--- src/rtl/ledwave_pkg.sv ---
package ledwave_pkg;

    typedef enum logic [2:0] {
        S_IDLE  = 3'd0,
        S_LEAD  = 3'd1,
        S_DATA  = 3'd2,
        S_TRAIL = 3'd3,
        S_GUARD = 3'd4
    } wave_state_e;

endpackage

--- src/rtl/ledwave_slot_timer.sv ---
module ledwave_slot_timer #(
    parameter int TICKS  = 60,
    parameter int TICK_W = $clog2(TICKS)
) (
    input  logic              clk,
    input  logic              rst_n,
    input  logic              run_i,
    output logic [TICK_W-1:0] tick_o,
    output logic              slot_end_o
);

    localparam logic [TICK_W-1:0] LAST_TICK = TICK_W'(TICKS - 1);

    logic [TICK_W-1:0] tick_q;

    always_ff @(posedge clk) begin
        if (!rst_n) begin
            tick_q <= '0;
        end else if (!run_i) begin
            tick_q <= '0;
        end else if (tick_q == LAST_TICK) begin
            tick_q <= '0;
        end else begin
            tick_q <= tick_q + 1'b1;
        end
    end

    assign tick_o     = tick_q;
    assign slot_end_o = run_i && (tick_q == LAST_TICK);

    // a running slot always wraps back to tick zero after its last tick
    p_tick_wrap_r1: assert property (@(posedge clk) disable iff (!rst_n)
        (run_i && tick_q == LAST_TICK) |=> (tick_q == '0));

endmodule

--- src/rtl/ledwave_frame_fsm.sv ---
module ledwave_frame_fsm
    import ledwave_pkg::*;
#(
    parameter int LANES        = 16,
    parameter int LEDS_W       = 8,
    parameter int BITS_PER_LED = 24,
    parameter int LEAD_SLOTS   = 1,
    parameter int TRAIL_SLOTS  = 1,
    parameter int GUARD_TICKS  = 2640,
    parameter int ADDR_W       = 13
) (
    input  logic              clk,
    input  logic              rst_n,
    input  logic              start_i,
    input  logic [LEDS_W-1:0] led_count_i,
    input  logic [LANES-1:0]  lane_en_i,
    input  logic              slot_end_i,
    output wave_state_e       state_o,
    output logic [LANES-1:0]  lane_en_o,
    output logic [ADDR_W-1:0] rd_addr_o,
    output logic              busy_o,
    output logic              done_o
);

    localparam int PAD_MAX = (LEAD_SLOTS > TRAIL_SLOTS) ? LEAD_SLOTS : TRAIL_SLOTS;
    localparam int PAD_W   = $clog2(PAD_MAX + 1);
    localparam int GUARD_W = $clog2(GUARD_TICKS + 1);
    localparam logic [PAD_W-1:0]   LEAD_LAST  = PAD_W'(LEAD_SLOTS - 1);
    localparam logic [PAD_W-1:0]   TRAIL_LAST = PAD_W'(TRAIL_SLOTS - 1);
    localparam logic [GUARD_W-1:0] GUARD_LAST = GUARD_W'(GUARD_TICKS - 1);

    wave_state_e        state_q, state_d;
    logic [PAD_W-1:0]   pad_q;
    logic [GUARD_W-1:0] guard_q;
    logic [ADDR_W-1:0]  addr_q;
    logic [ADDR_W-1:0]  last_q;
    logic               empty_q;
    logic [LANES-1:0]   en_q;
    logic               done_q;
    logic               accept;

    assign accept = (state_q == S_IDLE) && start_i;

    // next-state logic
    always_comb begin
        state_d = state_q;
        unique case (state_q)
            S_IDLE: begin
                if (start_i) state_d = S_LEAD;
            end
            S_LEAD: begin
                if (slot_end_i && pad_q == LEAD_LAST)
                    state_d = empty_q ? S_TRAIL : S_DATA;
            end
            S_DATA: begin
                if (slot_end_i && addr_q == last_q) state_d = S_TRAIL;
            end
            S_TRAIL: begin
                if (slot_end_i && pad_q == TRAIL_LAST) state_d = S_GUARD;
            end
            S_GUARD: begin
                if (guard_q == GUARD_LAST) state_d = S_IDLE;
            end
            default: state_d = S_IDLE;
        endcase
    end

    // state register
    always_ff @(posedge clk) begin
        if (!rst_n) state_q <= S_IDLE;
        else        state_q <= state_d;
    end

    // frame counters and captured settings
    always_ff @(posedge clk) begin
        if (!rst_n) begin
            pad_q   <= '0;
            guard_q <= '0;
            addr_q  <= '0;
            last_q  <= '0;
            empty_q <= 1'b1;
            en_q    <= '0;
            done_q  <= 1'b0;
        end else begin
            if (state_d != state_q) begin
                pad_q <= '0;
            end else if (slot_end_i && (state_q == S_LEAD || state_q == S_TRAIL)) begin
                pad_q <= pad_q + 1'b1;
            end

            if (state_q == S_GUARD) guard_q <= guard_q + 1'b1;
            else                    guard_q <= '0;

            if (accept) begin
                addr_q  <= '0;
                last_q  <= ADDR_W'(led_count_i) * ADDR_W'(BITS_PER_LED) - ADDR_W'(1);
                empty_q <= (led_count_i == '0);
                en_q    <= lane_en_i;
                done_q  <= 1'b0;
            end else begin
                if (state_q == S_DATA && slot_end_i && addr_q != last_q)
                    addr_q <= addr_q + 1'b1;
                if (state_q == S_GUARD && guard_q == GUARD_LAST)
                    done_q <= 1'b1;
            end
        end
    end

    // outputs
    always_comb begin
        state_o   = state_q;
        lane_en_o = en_q;
        rd_addr_o = addr_q;
        busy_o    = (state_q != S_IDLE);
        done_o    = done_q;
    end

    // the read address holds for the whole of a data slot
    p_addr_hold_r5: assert property (@(posedge clk) disable iff (!rst_n)
        (state_q == S_DATA && !slot_end_i) |=> $stable(addr_q));

    // a start while busy leaves the captured frame settings untouched
    p_start_ignored_r8: assert property (@(posedge clk) disable iff (!rst_n)
        (busy_o && start_i) |=> ($stable(en_q) && $stable(last_q) && $stable(empty_q)));

    // done and busy never overlap
    p_done_not_busy_r9: assert property (@(posedge clk) disable iff (!rst_n)
        done_o |-> !busy_o);

    // leaving the guard interval always raises done
    p_guard_done_r7: assert property (@(posedge clk) disable iff (!rst_n)
        (state_q == S_GUARD && state_d == S_IDLE) |=> done_o);

endmodule

--- src/rtl/ledwave_lane_shaper.sv ---
module ledwave_lane_shaper #(
    parameter int LANES  = 16,
    parameter int TICKS  = 60,
    parameter int T0     = 12,
    parameter int T1     = 31,
    parameter int TICK_W = $clog2(TICKS)
) (
    input  logic              clk,
    input  logic              rst_n,
    input  logic              data_slot_i,
    input  logic [TICK_W-1:0] tick_i,
    input  logic [LANES-1:0]  rd_data_i,
    input  logic [LANES-1:0]  lane_en_i,
    output logic [LANES-1:0]  lane_o
);

    localparam logic [TICK_W-1:0] T0_T     = TICK_W'(T0);
    localparam logic [TICK_W-1:0] T1_T     = TICK_W'(T1);
    localparam logic [TICK_W-1:0] SAMPLE_T = TICK_W'(T0 - 1);

    logic [LANES-1:0] word_q;
    logic             early;
    logic             mid;

    assign early = data_slot_i && (tick_i < T0_T);
    assign mid   = data_slot_i && (tick_i < T1_T);

    // lane-word capture one tick before the zero-bit edge
    always_ff @(posedge clk) begin
        if (!rst_n) begin
            word_q <= '0;
        end else if (data_slot_i && tick_i == SAMPLE_T) begin
            word_q <= rd_data_i;
        end
    end

    for (genvar k = 0; k < LANES; k++) begin : g_lane
        logic pin_q;
        always_ff @(posedge clk) begin
            if (!rst_n) pin_q <= 1'b0;
            else        pin_q <= lane_en_i[k] & (early | (mid & word_q[k]));
        end
        assign lane_o[k] = pin_q;
    end

    // a lane can only rise right after tick zero of a slot
    p_rise_slot_start_r1: assert property (@(posedge clk) disable iff (!rst_n)
        (|(lane_o & ~$past(lane_o))) |-> ($past(tick_i) == '0));

    // after the late edge every lane is low for the rest of the slot
    p_low_after_cutoff_r3: assert property (@(posedge clk) disable iff (!rst_n)
        (tick_i > T1_T) |-> (lane_o == '0));

    // masked lanes are never driven
    p_masked_low_r4: assert property (@(posedge clk) disable iff (!rst_n)
        (lane_o & ~lane_en_i) == '0);

endmodule

--- src/rtl/ledwave_top.sv ---
module ledwave_top
    import ledwave_pkg::*;
#(
    parameter int LANES        = 16,
    parameter int LEDS_W       = 8,
    parameter int BITS_PER_LED = 24,
    parameter int TICKS        = 60,
    parameter int T0           = 12,
    parameter int T1           = 31,
    parameter int LEAD_SLOTS   = 1,
    parameter int TRAIL_SLOTS  = 1,
    parameter int GUARD_TICKS  = 2640,
    localparam int MAX_BITS    = ((1 << LEDS_W) - 1) * BITS_PER_LED,
    localparam int ADDR_W      = $clog2(MAX_BITS),
    localparam int TICK_W      = $clog2(TICKS)
) (
    input  logic              clk,
    input  logic              rst_n,
    input  logic              start_i,
    input  logic [LEDS_W-1:0] led_count_i,
    input  logic [LANES-1:0]  lane_en_i,
    input  logic [LANES-1:0]  rd_data_i,
    output logic [LANES-1:0]  lane_o,
    output logic [ADDR_W-1:0] rd_addr_o,
    output logic              busy_o,
    output logic              done_o
);

    wave_state_e       state;
    logic [LANES-1:0]  en_cap;
    logic [TICK_W-1:0] tick;
    logic              slot_end;
    logic              run;
    logic              data_slot;

    assign run       = (state == S_LEAD) || (state == S_DATA) || (state == S_TRAIL);
    assign data_slot = (state == S_DATA);

    ledwave_slot_timer #(
        .TICKS (TICKS),
        .TICK_W(TICK_W)
    ) u_timer (
        .clk       (clk),
        .rst_n     (rst_n),
        .run_i     (run),
        .tick_o    (tick),
        .slot_end_o(slot_end)
    );

    ledwave_frame_fsm #(
        .LANES       (LANES),
        .LEDS_W      (LEDS_W),
        .BITS_PER_LED(BITS_PER_LED),
        .LEAD_SLOTS  (LEAD_SLOTS),
        .TRAIL_SLOTS (TRAIL_SLOTS),
        .GUARD_TICKS (GUARD_TICKS),
        .ADDR_W      (ADDR_W)
    ) u_fsm (
        .clk        (clk),
        .rst_n      (rst_n),
        .start_i    (start_i),
        .led_count_i(led_count_i),
        .lane_en_i  (lane_en_i),
        .slot_end_i (slot_end),
        .state_o    (state),
        .lane_en_o  (en_cap),
        .rd_addr_o  (rd_addr_o),
        .busy_o     (busy_o),
        .done_o     (done_o)
    );

    ledwave_lane_shaper #(
        .LANES (LANES),
        .TICKS (TICKS),
        .T0    (T0),
        .T1    (T1),
        .TICK_W(TICK_W)
    ) u_shaper (
        .clk        (clk),
        .rst_n      (rst_n),
        .data_slot_i(data_slot),
        .tick_i     (tick),
        .rd_data_i  (rd_data_i),
        .lane_en_i  (en_cap),
        .lane_o     (lane_o)
    );

    // the lines are quiet whenever the previous cycle was outside a data slot
    p_quiet_outside_data_r7: assert property (@(posedge clk) disable iff (!rst_n)
        (state != S_DATA) |=> (lane_o == '0));

endmodule

--- config.mk ---
export PLATFORM = sky130hd
export DESIGN_NAME = ledwave_top
export DESIGN_NICKNAME = d
export VERILOG_FILES = /design/src/rtl/ledwave_pkg.sv /design/src/rtl/ledwave_slot_timer.sv /design/src/rtl/ledwave_frame_fsm.sv /design/src/rtl/ledwave_lane_shaper.sv /design/src/rtl/ledwave_top.sv
export SDC_FILE = /design/constraint.sdc
export NUM_CORES = 1
export LEC_CHECK = 0
export ABC_AREA = 1
export BUFFER_PORTS_ARGS = -buffer_cell sky130_fd_sc_hd__buf_2
export CAP_MARGIN = 40
export CORE_ASPECT_RATIO = 0.7
export CORE_UTILIZATION = 52
export DETAILED_ROUTE_END_ITERATION = 10
export GPL_ROUTABILITY_DRIVEN = 0
export GPL_TIMING_DRIVEN = 0
export PLACE_DENSITY_LB_ADDON = 0.25
export RECOVER_POWER = 100
export SLEW_MARGIN = 10
export SYNTH_ARGS = -nofsm -noshare
export SYNTH_HDL_FRONTEND = slang
export SYNTH_HIERARCHICAL = 1
export SYNTH_SLANG_ARGS = --single-unit
--- constraint.sdc ---
create_clock -name clk -period 2 [get_ports clk]
set_clock_uncertainty 0.1 [all_clocks]
set_input_delay 0.2 -clock clk [delete_from_list [all_inputs] [get_ports clk]]
set_output_delay 0.2 -clock clk [all_outputs]
set_load 0.02 [all_outputs]
==> results.md <==
- CP peak stage delay: around 0.37 ns
- Fill cells: ~850
- R2R setup slack: 0.12 ns
- Chip Height: ~84 um
- Post-synthesis sequential area ratio: 0.387
- Max frequency: 533 MHz
- Detailed Route Iter0 Violations: 313
- Syn nets: approximately 760
- Worst reg-to-reg path cell count: 12
- Most frequent cells in the layout: 171 x nand2_1, 91 x dfxtp_1, 74 x inv_1
- EDFF count, synth: 0
- Final Critical Period: 1.88 ns
- Final Util: 0.647
- Status: finished, final reports clean
- Synth-to-Final Area Change: 19.5%
- Yosys reg bits: between 90 and 100
- Share of cells above drive strength 1: 0.163
- Total Wirelength: 11.2 mm
- Cells after Synth: between 600 and 700
- Most common cell after layout, fill and taps aside: nand2_1
- Buffer levels on the longest clock path: 2
- GRT Total Usage: 0.236
- Most used cell, CP: inv_2
- Clock sink count: 96
- Cell Area, Synth: around 5000 um2
- CTS tree: done
- Post-synth top area share: 0.387
- WP buf/inv: 4
- DP HPWL: 8.32 mm
- Worst Setup End Kind: register
- Placed Instances: 892
- Ys flop type: dfxtp_1
- Setup slack at placement: -0.293 ns
- Synth async-reset ratio: 0
- Synth area leader: dfxtp_1
- Diode count: 0
- Initial antenna violation count: 0
- Crit path cell chain: ha_4 > inv_1 > nor2_2 > nand3_2 > nor2_4 > inv_2 > nor2_1 > nand2_2 > inv_2 > buf_6 > nand2_1 > a21oi_1
- Total grt overflow: 0
- DP Area: between 5000 and 6000 um2
- Critical Path Start Type: register
- Multi-input logic area: about 2500 um2
- Synth cell types: 40
- FF/Latch Area: slightly below 2000 um2
- Die area: 9960 um2
- Max-Cap Viols: 0
- Port Buffer Count: 73
- Setup CP Type: register to register
- Slew Limit Fails: 0
- Slew HR: 0.636
- Clock-pin slew on the worst setup and hold paths: roughly 0.070 ns
- End of the critical path: u_fsm/rd_addr_o[12]
- # H-tree levels: 3
- Syn_area_per_cell: a little over 7 um2
- Final hold vios: 0
- TritonCTS Buffers: 9
- Via count: approximately 4600
- R2R Path Start: u_timer/tick_o[1]
- Final worst-path cycle share: 0.938
- Per-cell routed wire length: 12.2 um
- Largest net degree at the start of global routing: 21
- Worst Setup SP: u_timer/tick_o[1]
- Worst-margin pin slew: 0.542 ns
- Core footprint: around 9200 um2
- Vias per cell: about 5
- First-pass GRT wire length: 19.0 mm
- Die Span X: approximately 120 um
- Initial Util: 0.542
- Final #Nets: about 850
- CTS root buf: clkbuf_16
- Worst-path maximum fanout: 10
- Critical path required time: around 2.2 ns
- Synth Warn #: 6
- Worst-skew pair later-pin latency: 0.35 ns
- Post-route ant nets: 0
- DRC errors left: 0
- Non-Filler Instances: just over 900
- Critical Path AT: 2.05 ns
- Largest cells by area after synthesis: dfxtp_1 39%, nand2_1 13%, a21oi_1 6.2%, nor2_1 5.9%, inv_1 5.7%
- CP max stage cell: dfxtp_4
- Worst hold path type: input pin to register
- CP delay by family, top: simple AND/OR/NAND/NOR gates
- Vias in the first global route: 4225
- FP Rows: 29
- Final Cell Area: a little under 6000 um2
- Top-level port count: 74
- Reg2reg end: u_fsm/rd_addr_o[12]
- Post-route worst setup slack: approximately 0.12 ns
- Pwr Density: 697 nW/um2
- TritonRoute pass-1 iters: 5
- Leakage power: approximately 2.4 nW
- VDD IR-drop max: roughly 0.40 mV
- Setup violators final: 0
- CP Depth: 12
[layout make-up]
| cell class | instances | area share |
|---|---|---|
| multi-input combinational | 481 | 0.429 |
| inverter | 81 | 0.0512 |
| tap | 124 | 0.0261 |
| buffer | 37 | 0.0407 |
| clock inverter | 7 | 0.0137 |
| timing repair buffer | 86 | 0.0756 |
| clock buffer | 9 | 0.0379 |
| sequential | 96 | 0.325 |
[power by group]
part	switching (mW)	total [mW]	internal, mW
Clock	0.827	1.72	0.893
Combinational	0.255	0.432	0.177
Sequential	0.0333	1.99	1.96
Total	1.12	4.14	3.03
[per-layer routing]
metal	track usage	wire length, um	vias up	part of all wire
met1	0.314	5310	2067	0.47
met2	0.380	5110	129	0.46
met3	0.0533	631	14	0.056
met5	0	0	-	0
met4	0.0725	147	0	0.013
li1	-	-	2401	-
[flip-flops by register name (all words and copies together) (netlist names)]
name and flops:
u_fsm/last_q 11, u_fsm/guard_q 12, u_fsm/state_o 3, u_fsm/rd_addr_o 13, u_timer/tick_o 6, u_fsm/empty_q 1
u_shaper/g_lane.pin_q 16, u_fsm/pad_q 1, u_shaper/word_q 16, u_fsm/lane_en_o 16, u_fsm/done_o 1
[stage by stage]
step	TNS, ns	hold slack (ns)	power, mW
2_1_floorplan	0	0.190	2.31
3_3_place_gp	-1.26	0.330	2.43
3_5_place_dp	-1.75	0.326	2.44
4_1_cts	0	0.00352	4.16
5_1_grt	-0.0106	0.00824	4.33
6_report	0	0.00991	4.14
[cell usage after synthesis (2+ instances only)]
cell	n
nor3_1	12
dfxtp_1	96
xor2_1	14
nor3_2	2
a31oi_1	3
nand3_2	2
a21oi_2	4
nand2_2	3
nand2_1	169
nand3_1	46
ha_1	16
inv_1	76
buf_6	4
a21oi_1	62
nor4_1	2
or2_2	2
buf_2	8
inv_2	4
o21ai_0	9
nor2_1	78
o211ai_1	3
nor2_2	2
clkbuf_1	8
xnor2_1	12
o21bai_1	3
nand4_1	10
nand3b_1	17
buf_4	16
[kinds of logic after synthesis]
logic type / after synthesis / share of synthesized area
AO/OA/AOI/OAI: 87 / 0.0967
XOR/XNOR: 26 / 0.0458
adder cells (fa/ha/maj): 17 / 0.0443
buffers and inverters: 118 / 0.109
flip-flops: 96 / 0.387
AND/OR/NAND/NOR: 351 / 0.317
[worst register-to-register path, stage by stage (launching register included)]
cell and delay (ns):
dfxtp_4 0.37, ha_4 0.15, inv_1 0.05, nor2_2 0.10, nand3_2 0.11, nor2_4 0.13, inv_2 0.06, nor2_1 0.19
nand2_2 0.13, inv_2 0.10, buf_6 0.14, nand2_1 0.05, a21oi_1 0.13
[worst min path at each step]
stage	cells after the start	slack, ns	endpoint	from
final	3	0.01	u_fsm/lane_en_o[14]	lane_en_i[14]
after global routing	3	0.008	u_fsm/lane_en_o[1]	lane_en_i[1]
after CTS	3	0.004	u_fsm/lane_en_o[14]	lane_en_i[14]
after detailed placement	2	0.33	u_shaper/g_lane[6].pin_q	u_fsm/lane_en_o[6]
after global placement	1	0.33	u_fsm/guard_q[0]	u_fsm/guard_q[0]
after floorplan	1	0.19	u_fsm/last_q[3]	led_count_i[0]
[repair_timing]
item                                    4_1_cts  5_1_grt
buffers inserted                              0        3
endpoints found under the setup margin       13       25
pin swaps                                     2        7
hold endpoints to repair                     10        0
resized for setup                             9       18
hold buffers                                 10        0
(Power assumes the default switching activity.)
